==> src/rtl/cks_pkg.sv <==
package cks_pkg;
  localparam int unsigned CODE_W  = 3;
  localparam int unsigned DIV_MIN = 1;
  localparam int unsigned DIV_MAX = 6;

  typedef enum logic [1:0] {
    ST_WAIT = 2'd0,
    ST_HOLD = 2'd1,
    ST_RUN  = 2'd2
  } seq_state_e;

  function automatic logic [CODE_W-1:0] clamp_code(input logic [CODE_W-1:0] c);
    if (c < CODE_W'(DIV_MIN)) return CODE_W'(DIV_MIN);
    if (c > CODE_W'(DIV_MAX)) return CODE_W'(DIV_MAX);
    return c;
  endfunction
endpackage

==> src/rtl/cks_sync.sv <==
module cks_sync #(
  parameter int unsigned STAGES = 2
) (
  input  logic clk_i,
  input  logic rst_ni,
  input  logic d_i,
  output logic q_o
);
  logic [STAGES-1:0] chain_q;

  for (genvar s = 0; s < STAGES; s++) begin : g_stage
    always_ff @(posedge clk_i or negedge rst_ni) begin
      if (!rst_ni) chain_q[s] <= 1'b0;
      else if (s == 0) chain_q[s] <= d_i;
      else chain_q[s] <= chain_q[(s == 0) ? 0 : s-1];
    end
  end

  assign q_o = chain_q[STAGES-1];
endmodule

==> src/rtl/cks_pow2_div.sv <==
module cks_pow2_div
  import cks_pkg::*;
#(
  parameter int unsigned MAX_CODE = DIV_MAX
) (
  input  logic              clk_i,
  input  logic              rst_ni,
  input  logic              en_i,
  input  logic [CODE_W-1:0] code_i,   // already clamped to 1..MAX_CODE
  output logic              clk_o
);
  logic [MAX_CODE-1:0] cnt_q;

  always_ff @(posedge clk_i or negedge rst_ni) begin
    if (!rst_ni)    cnt_q <= '0;
    else if (!en_i) cnt_q <= '0;
    else            cnt_q <= cnt_q + 1'b1;
  end

  // one counter bit: equal high and low phases, no decode glitch
  assign clk_o = cnt_q[code_i - 1'b1];
endmodule

==> src/rtl/cks_hold_timer.sv <==
module cks_hold_timer #(
  parameter int unsigned HOLD_CYCLES = 640000,
  localparam int unsigned W = $clog2(HOLD_CYCLES + 1)
) (
  input  logic clk_i,
  input  logic rst_ni,
  input  logic load_i,
  input  logic run_i,
  output logic zero_o
);
  logic [W-1:0] cnt_q;

  always_ff @(posedge clk_i or negedge rst_ni) begin
    if (!rst_ni)                    cnt_q <= '0;
    else if (load_i)                cnt_q <= W'(HOLD_CYCLES - 1);
    else if (run_i && cnt_q != '0)  cnt_q <= cnt_q - 1'b1;
  end

  assign zero_o = (cnt_q == '0);
endmodule

==> src/rtl/cpu_clk_rst_seq.sv <==
module cpu_clk_rst_seq
  import cks_pkg::*;
#(
  parameter int unsigned HOLD_CYCLES = 640000,
  parameter int unsigned SYNC_STAGES = 2
) (
  input  logic              clk_i,
  input  logic              rst_ni,
  input  logic              osc_ready_i,
  input  logic [CODE_W-1:0] div_sel_i,
  output logic              cpu_clk_o,
  output logic              cpu_rst_no,
  output logic              seq_done_o
);
  seq_state_e        state_q;
  logic [CODE_W-1:0] code_q;
  logic              clk_en_q, rel_q;
  logic              ready_s, hold_zero, hold_load, hold_run;

  cks_sync #(.STAGES(SYNC_STAGES)) u_sync (
    .clk_i (clk_i),
    .rst_ni(rst_ni),
    .d_i   (osc_ready_i),
    .q_o   (ready_s)
  );

  assign hold_load = (state_q == ST_WAIT) && ready_s;
  assign hold_run  = (state_q == ST_HOLD);

  cks_hold_timer #(.HOLD_CYCLES(HOLD_CYCLES)) u_hold (
    .clk_i (clk_i),
    .rst_ni(rst_ni),
    .load_i(hold_load),
    .run_i (hold_run),
    .zero_o(hold_zero)
  );

  always_ff @(posedge clk_i or negedge rst_ni) begin
    if (!rst_ni) begin
      state_q  <= ST_WAIT;
      code_q   <= CODE_W'(DIV_MIN);
      clk_en_q <= 1'b0;
      rel_q    <= 1'b0;
    end else begin
      unique case (state_q)
        ST_WAIT: if (ready_s) begin
          state_q  <= ST_HOLD;
          code_q   <= clamp_code(div_sel_i);  // captured once per reset
          clk_en_q <= 1'b1;
        end
        ST_HOLD: if (hold_zero) begin
          state_q <= ST_RUN;
          rel_q   <= 1'b1;
        end
        ST_RUN:  state_q <= ST_RUN;
        default: state_q <= ST_WAIT;
      endcase
    end
  end

  cks_pow2_div #(.MAX_CODE(DIV_MAX)) u_div (
    .clk_i (clk_i),
    .rst_ni(rst_ni),
    .en_i  (clk_en_q),
    .code_i(code_q),
    .clk_o (cpu_clk_o)
  );

  assign cpu_rst_no = rel_q;
  assign seq_done_o = rel_q;
endmodule

==> config.mk <==
export PLATFORM = sky130hd
export DESIGN_NAME = cpu_clk_rst_seq
export DESIGN_NICKNAME = d
export VERILOG_FILES = /design/src/rtl/cks_pkg.sv /design/src/rtl/cks_sync.sv /design/src/rtl/cks_pow2_div.sv /design/src/rtl/cks_hold_timer.sv /design/src/rtl/cpu_clk_rst_seq.sv
export SDC_FILE = /design/constraint.sdc
export NUM_CORES = 1
export LEC_CHECK = 0
export BUFFER_PORTS_ARGS = -buffer_cell sky130_fd_sc_hd__buf_2
export CAP_MARGIN = 20
export CORE_MARGIN = 4
export CORE_UTILIZATION = 41
export CTS_BUF_LIST = sky130_fd_sc_hd__clkbuf_4 sky130_fd_sc_hd__clkbuf_8
export DETAILED_ROUTE_END_ITERATION = 10
export GPL_TIMING_DRIVEN = 0
export SKIP_CTS_REPAIR_TIMING = 1
export SLEW_MARGIN = 20
export SYNTH_ARGS = -nofsm -noshare
export SYNTH_HDL_FRONTEND = slang
export SYNTH_HIERARCHICAL = 1
export SYNTH_SLANG_ARGS = --single-unit
export TNS_END_PERCENT = 30
==> constraint.sdc <==
create_clock -name clk_i -period 2.9 [get_ports clk_i]
set_clock_uncertainty 0.15 [all_clocks]
set_input_delay 0.58 -clock clk_i [delete_from_list [all_inputs] [get_ports clk_i]]
set_output_delay 0.58 -clock clk_i [all_outputs]
set_load 0.02 [all_outputs]
==> impl_metrics.csv <==
group,metric,value,unit
clock_tree,cts_sinks,35,
timing,min_period_over_period,0.950,
cells_and_area,design_area,2120,um^2
timing,setup_viol_count_final,0,
pwr,leakage,0.000864,uW
cells_and_area,final_core_util,0.480,
cells_and_area,areaGrowthSynthToFinish,11.3,%
synth,ys.warnings.count,6,
place,placed_cell_area,2010,um^2
global_routing,grt.busiest_layer,"met2",
critical_path,start_kind,"register",
min_path,min_path_type,"reg2reg",
critical_path,worst_ep_arrival_time,2.03,ns
critical_path,required,2.17,ns
cells_and_area,drive_above_1_share,0.209,
place,io_buffer_count,8,
job,cap_violations,0,
cells_and_area,insertedDiodeCount,0,
detailed_routing,wl_per_cell,14.5,um
critical_path,cp-end-kind,"output port",
timing,setup_tns,0,ns
pwr,p_switching,526,uW
pwr,p_int,1090,uW
floorplanning,start_util,0.432,
pwr,swShare,0.325,
global_routing,overflow,0,
synth,ys_ff_latch,35,
clock_tree,clock_latency,0.28,ns
detailed_routing,firstDrtPassIters,4,
clock_tree,clk_pin_slew,0.07,ns
pwr,power,1620,uW
synth,syn-cell-area,1910,um^2
timing,hold_viol,0,
detailed_routing,ant_nets,0,
global_routing,gr-usage-met2,0.226,
place,hpwl,2620,um
synth,yosys_most_used_dff,"dfrtp_1",
critical_path,rr_worst_depth,6,
timing,rsz0062_at_grt,"false",
pwr,pwr-share-clk,0.230,
floorplanning,die_y,76.2,um
synth,async_reset_ff_frac,1.00,
clock_tree,cts_buffers,5,
min_path,hold_depth,0,
synth,synth_edf_count,0,
place,gp_congestion,0.801,
pwr,powerDensity,762,nW/um^2
detailed_routing,viasPerCell,5.40,
timing,min_period,2.76,ns
global_routing,grtUsageMet1,0.169,
synth,synthDistinctLibCells,50,
global_routing,use_met3,0.0390,
detailed_routing,drt_iter0_markers,75,
synth,syn-instance-count,178,
detailed_routing,vias,1340,
synth,syn_avg_cell_area,10.7,um^2
pwr,p_comb_frac,0.349,
detailed_routing,drc_errors,0,
pwr,max-vdd-ir-drop,0.347,mV
floorplanning,rows,24,
floorplanning,dieArea,5800,um^2
pwr,seqPwrFrac,0.421,
floorplanning,boundaryPins,9,
floorplanning,core_area,4410,um^2
floorplanning,die_w,76.2,um
clock_tree,cts_tree,"done",
status,outcome,"complete, no violations",
clock_tree,cts.path.max_buffers,2,
synth,syn_nets,191,
cells_and_area,fin_nets,208,
global_routing,grt_pass1_wl,6420,um
timing,tightest_slew,0.771,ns
global_routing,grt_pass1_vias,1406,
synth,synth-seq-area-share,0.460,
cells_and_area,fill_cells,432,
clock_tree,cts_root_buffer,"clkbuf_8",
clock_tree,cts-htree-levels,2,
timing,whs,0.207,ns
detailed_routing,wl,3590,um
global_routing,grtUsageTotal,0.135,
global_routing,grt_max_degree,36,
critical_path,crit_fanout,3,
timing,drv_slew,0,
global_routing,antenna_found_initial,0,
critical_path,critical_path_class,"reg2out",
timing,slew_headroom,0.486,
timing,fmax,0.363,GHz
cell usage after synthesis, types with 2 or more instances:
cell	number	area [um^2]
dfrtp_1	34	851
nor2_1	15	56.3
inv_1	11	41.3
nand2b_1	9	56.3
xor2_1	9	78.8
nand2_1	8	30.0
xnor2_1	8	70.1
ha_1	7	87.6
a21oi_1	5	25.0
and2_1	5	31.3
nand4b_1	5	43.8
nand3_1	4	20.0
nand4_1	4	25.0
nand3b_1	3	22.5
nor2b_1	3	18.8
nor4_2	3	37.5
o21ai_0	3	15.0
a211oi_1	2	15.0
clkbuf_1	2	7.51
mux2_2	2	22.5
mux2_4	2	30.0
mux2i_1	2	20.0
nor3_1	2	10.0
o21ai_1	2	10.0
o31ai_1	2	15.0
or3_1	2	12.5
registers in the layout, summed over array words and instances, names as in the netlist:
register and cells:
u_sync/q_o 1, code_q 3, u_div/cnt_q 6, u_sync/chain_q 1
cpu_rst_no 1, clk_en_q 1, state_q 2, u_hold/cnt_q 20
final timing paths:
| path | start | to | slack, ns |
|---|---|---|---|
| max | code_q[0]$_DFFE_PN1P_ | cpu_clk_o | 0.14 |
| min | u_sync/chain_q[0]$_DFF_PN0_ | u_sync/q_o$_DFF_PN0_ | 0.21 |
| max reg2reg | state_q[1]$_DFFE_PN0P_ | u_hold/cnt_q[15]$_DFFE_PN0P_ | 0.61 |
| min reg2reg | u_sync/chain_q[0]$_DFF_PN0_ | u_sync/q_o$_DFF_PN0_ | 0.21 |
| max in group asynchronous | rst_ni | code_q[2]$_DFFE_PN0P_ | 1.89 |
| min in group asynchronous | rst_ni | u_hold/cnt_q[1]$_DFFE_PN0P_ | 0.22 |
cells in the final DEF, fill, tap and decap left out, types with 2 or more instances in the layout:
cell type | Yosys | routed
nor3_1 | 2 | 2
ha_1 | 7 | 7
nor2_1 | 15 | 15
xnor2_1 | 8 | 8
nand4_1 | 4 | 4
nand2b_1 | 9 | 9
nand3_1 | 4 | 4
mux2_2 | 2 | 2
buf_4 | 1 | 3
inv_1 | 11 | 11
o31ai_1 | 2 | 2
clkbuf_8 | 0 | 6
nor2b_1 | 3 | 3
nor4_2 | 3 | 3
or3_1 | 2 | 2
buf_2 | 0 | 8
a211oi_1 | 2 | 2
and2_1 | 5 | 5
o21ai_1 | 2 | 2
o21ai_0 | 3 | 3
mux2i_1 | 2 | 2
a21oi_1 | 5 | 5
mux2_4 | 2 | 2
xor2_1 | 9 | 9
nand2_1 | 8 | 8
dfrtp_1 | 34 | 34
clkbuf_1 | 2 | 2
nand4b_1 | 5 | 5
nand3b_1 | 3 | 3
worst max-delay path: stages, from the launching register on:
cell     delay, ns
dfstp_2       0.54
inv_1         0.04
ha_1          0.31
mux4_2        0.50
a22o_1        0.19
buf_2         0.15
per-layer routing:
| metal | up-vias | share of wire |
|---|---|---|
| li1 | 649 | - |
| met1 | 663 | 0.45 |
| met2 | 24 | 0.51 |
| met3 | 4 | 0.032 |
| met4 | 0 | 0.0075 |
| met5 | - | 0 |
layout make-up:
class | instances | area [um^2] | share of cell area
clock inverter | 1 | 5.00 | 0.00236
inverter | 11 | 41.3 | 0.0195
clock buffer | 7 | 90.1 | 0.0425
tap | 52 | 65.1 | 0.0307
multi-input combinational | 128 | 961 | 0.453
sequential | 35 | 877 | 0.414
buffer | 4 | 26.3 | 0.0124
timing repair buffer | 10 | 55.1 | 0.0260
per-stage QoR:
stage	instances	setup WS, ns
6_report	248	0.145
5_1_grt	248	0.0624
4_1_cts	246	0.0876
3_5_place_dp	238	0.415
3_3_place_gp	238	0.425
2_1_floorplan	178	0.548
logic make-up (layout without fill, tap and decap cells):
family                   count (synthesis)  after routing  synth area share
buffers and inverters                   15             33            0.0355
XOR/XNOR                                17             17            0.0781
flip-flops                              35             35             0.460
AO/OA/AOI/OAI                           22             22            0.0827
AND/OR/NAND/NOR                         74             74             0.242
multiplexers                             7              7            0.0499
adder cells (fa/ha/maj)                  8              8            0.0519
power groups by stage:
stage               logic, uW  registers (uW)  clock network [uW]
global route              633             697                 411
finish                    565             681                 371
global placement          517             686                   0
detailed placement        547             696                   0
floorplan                 437             668                   0
CTS                       551             688                 383
Note: power is estimated with default switching activity, not from simulation.
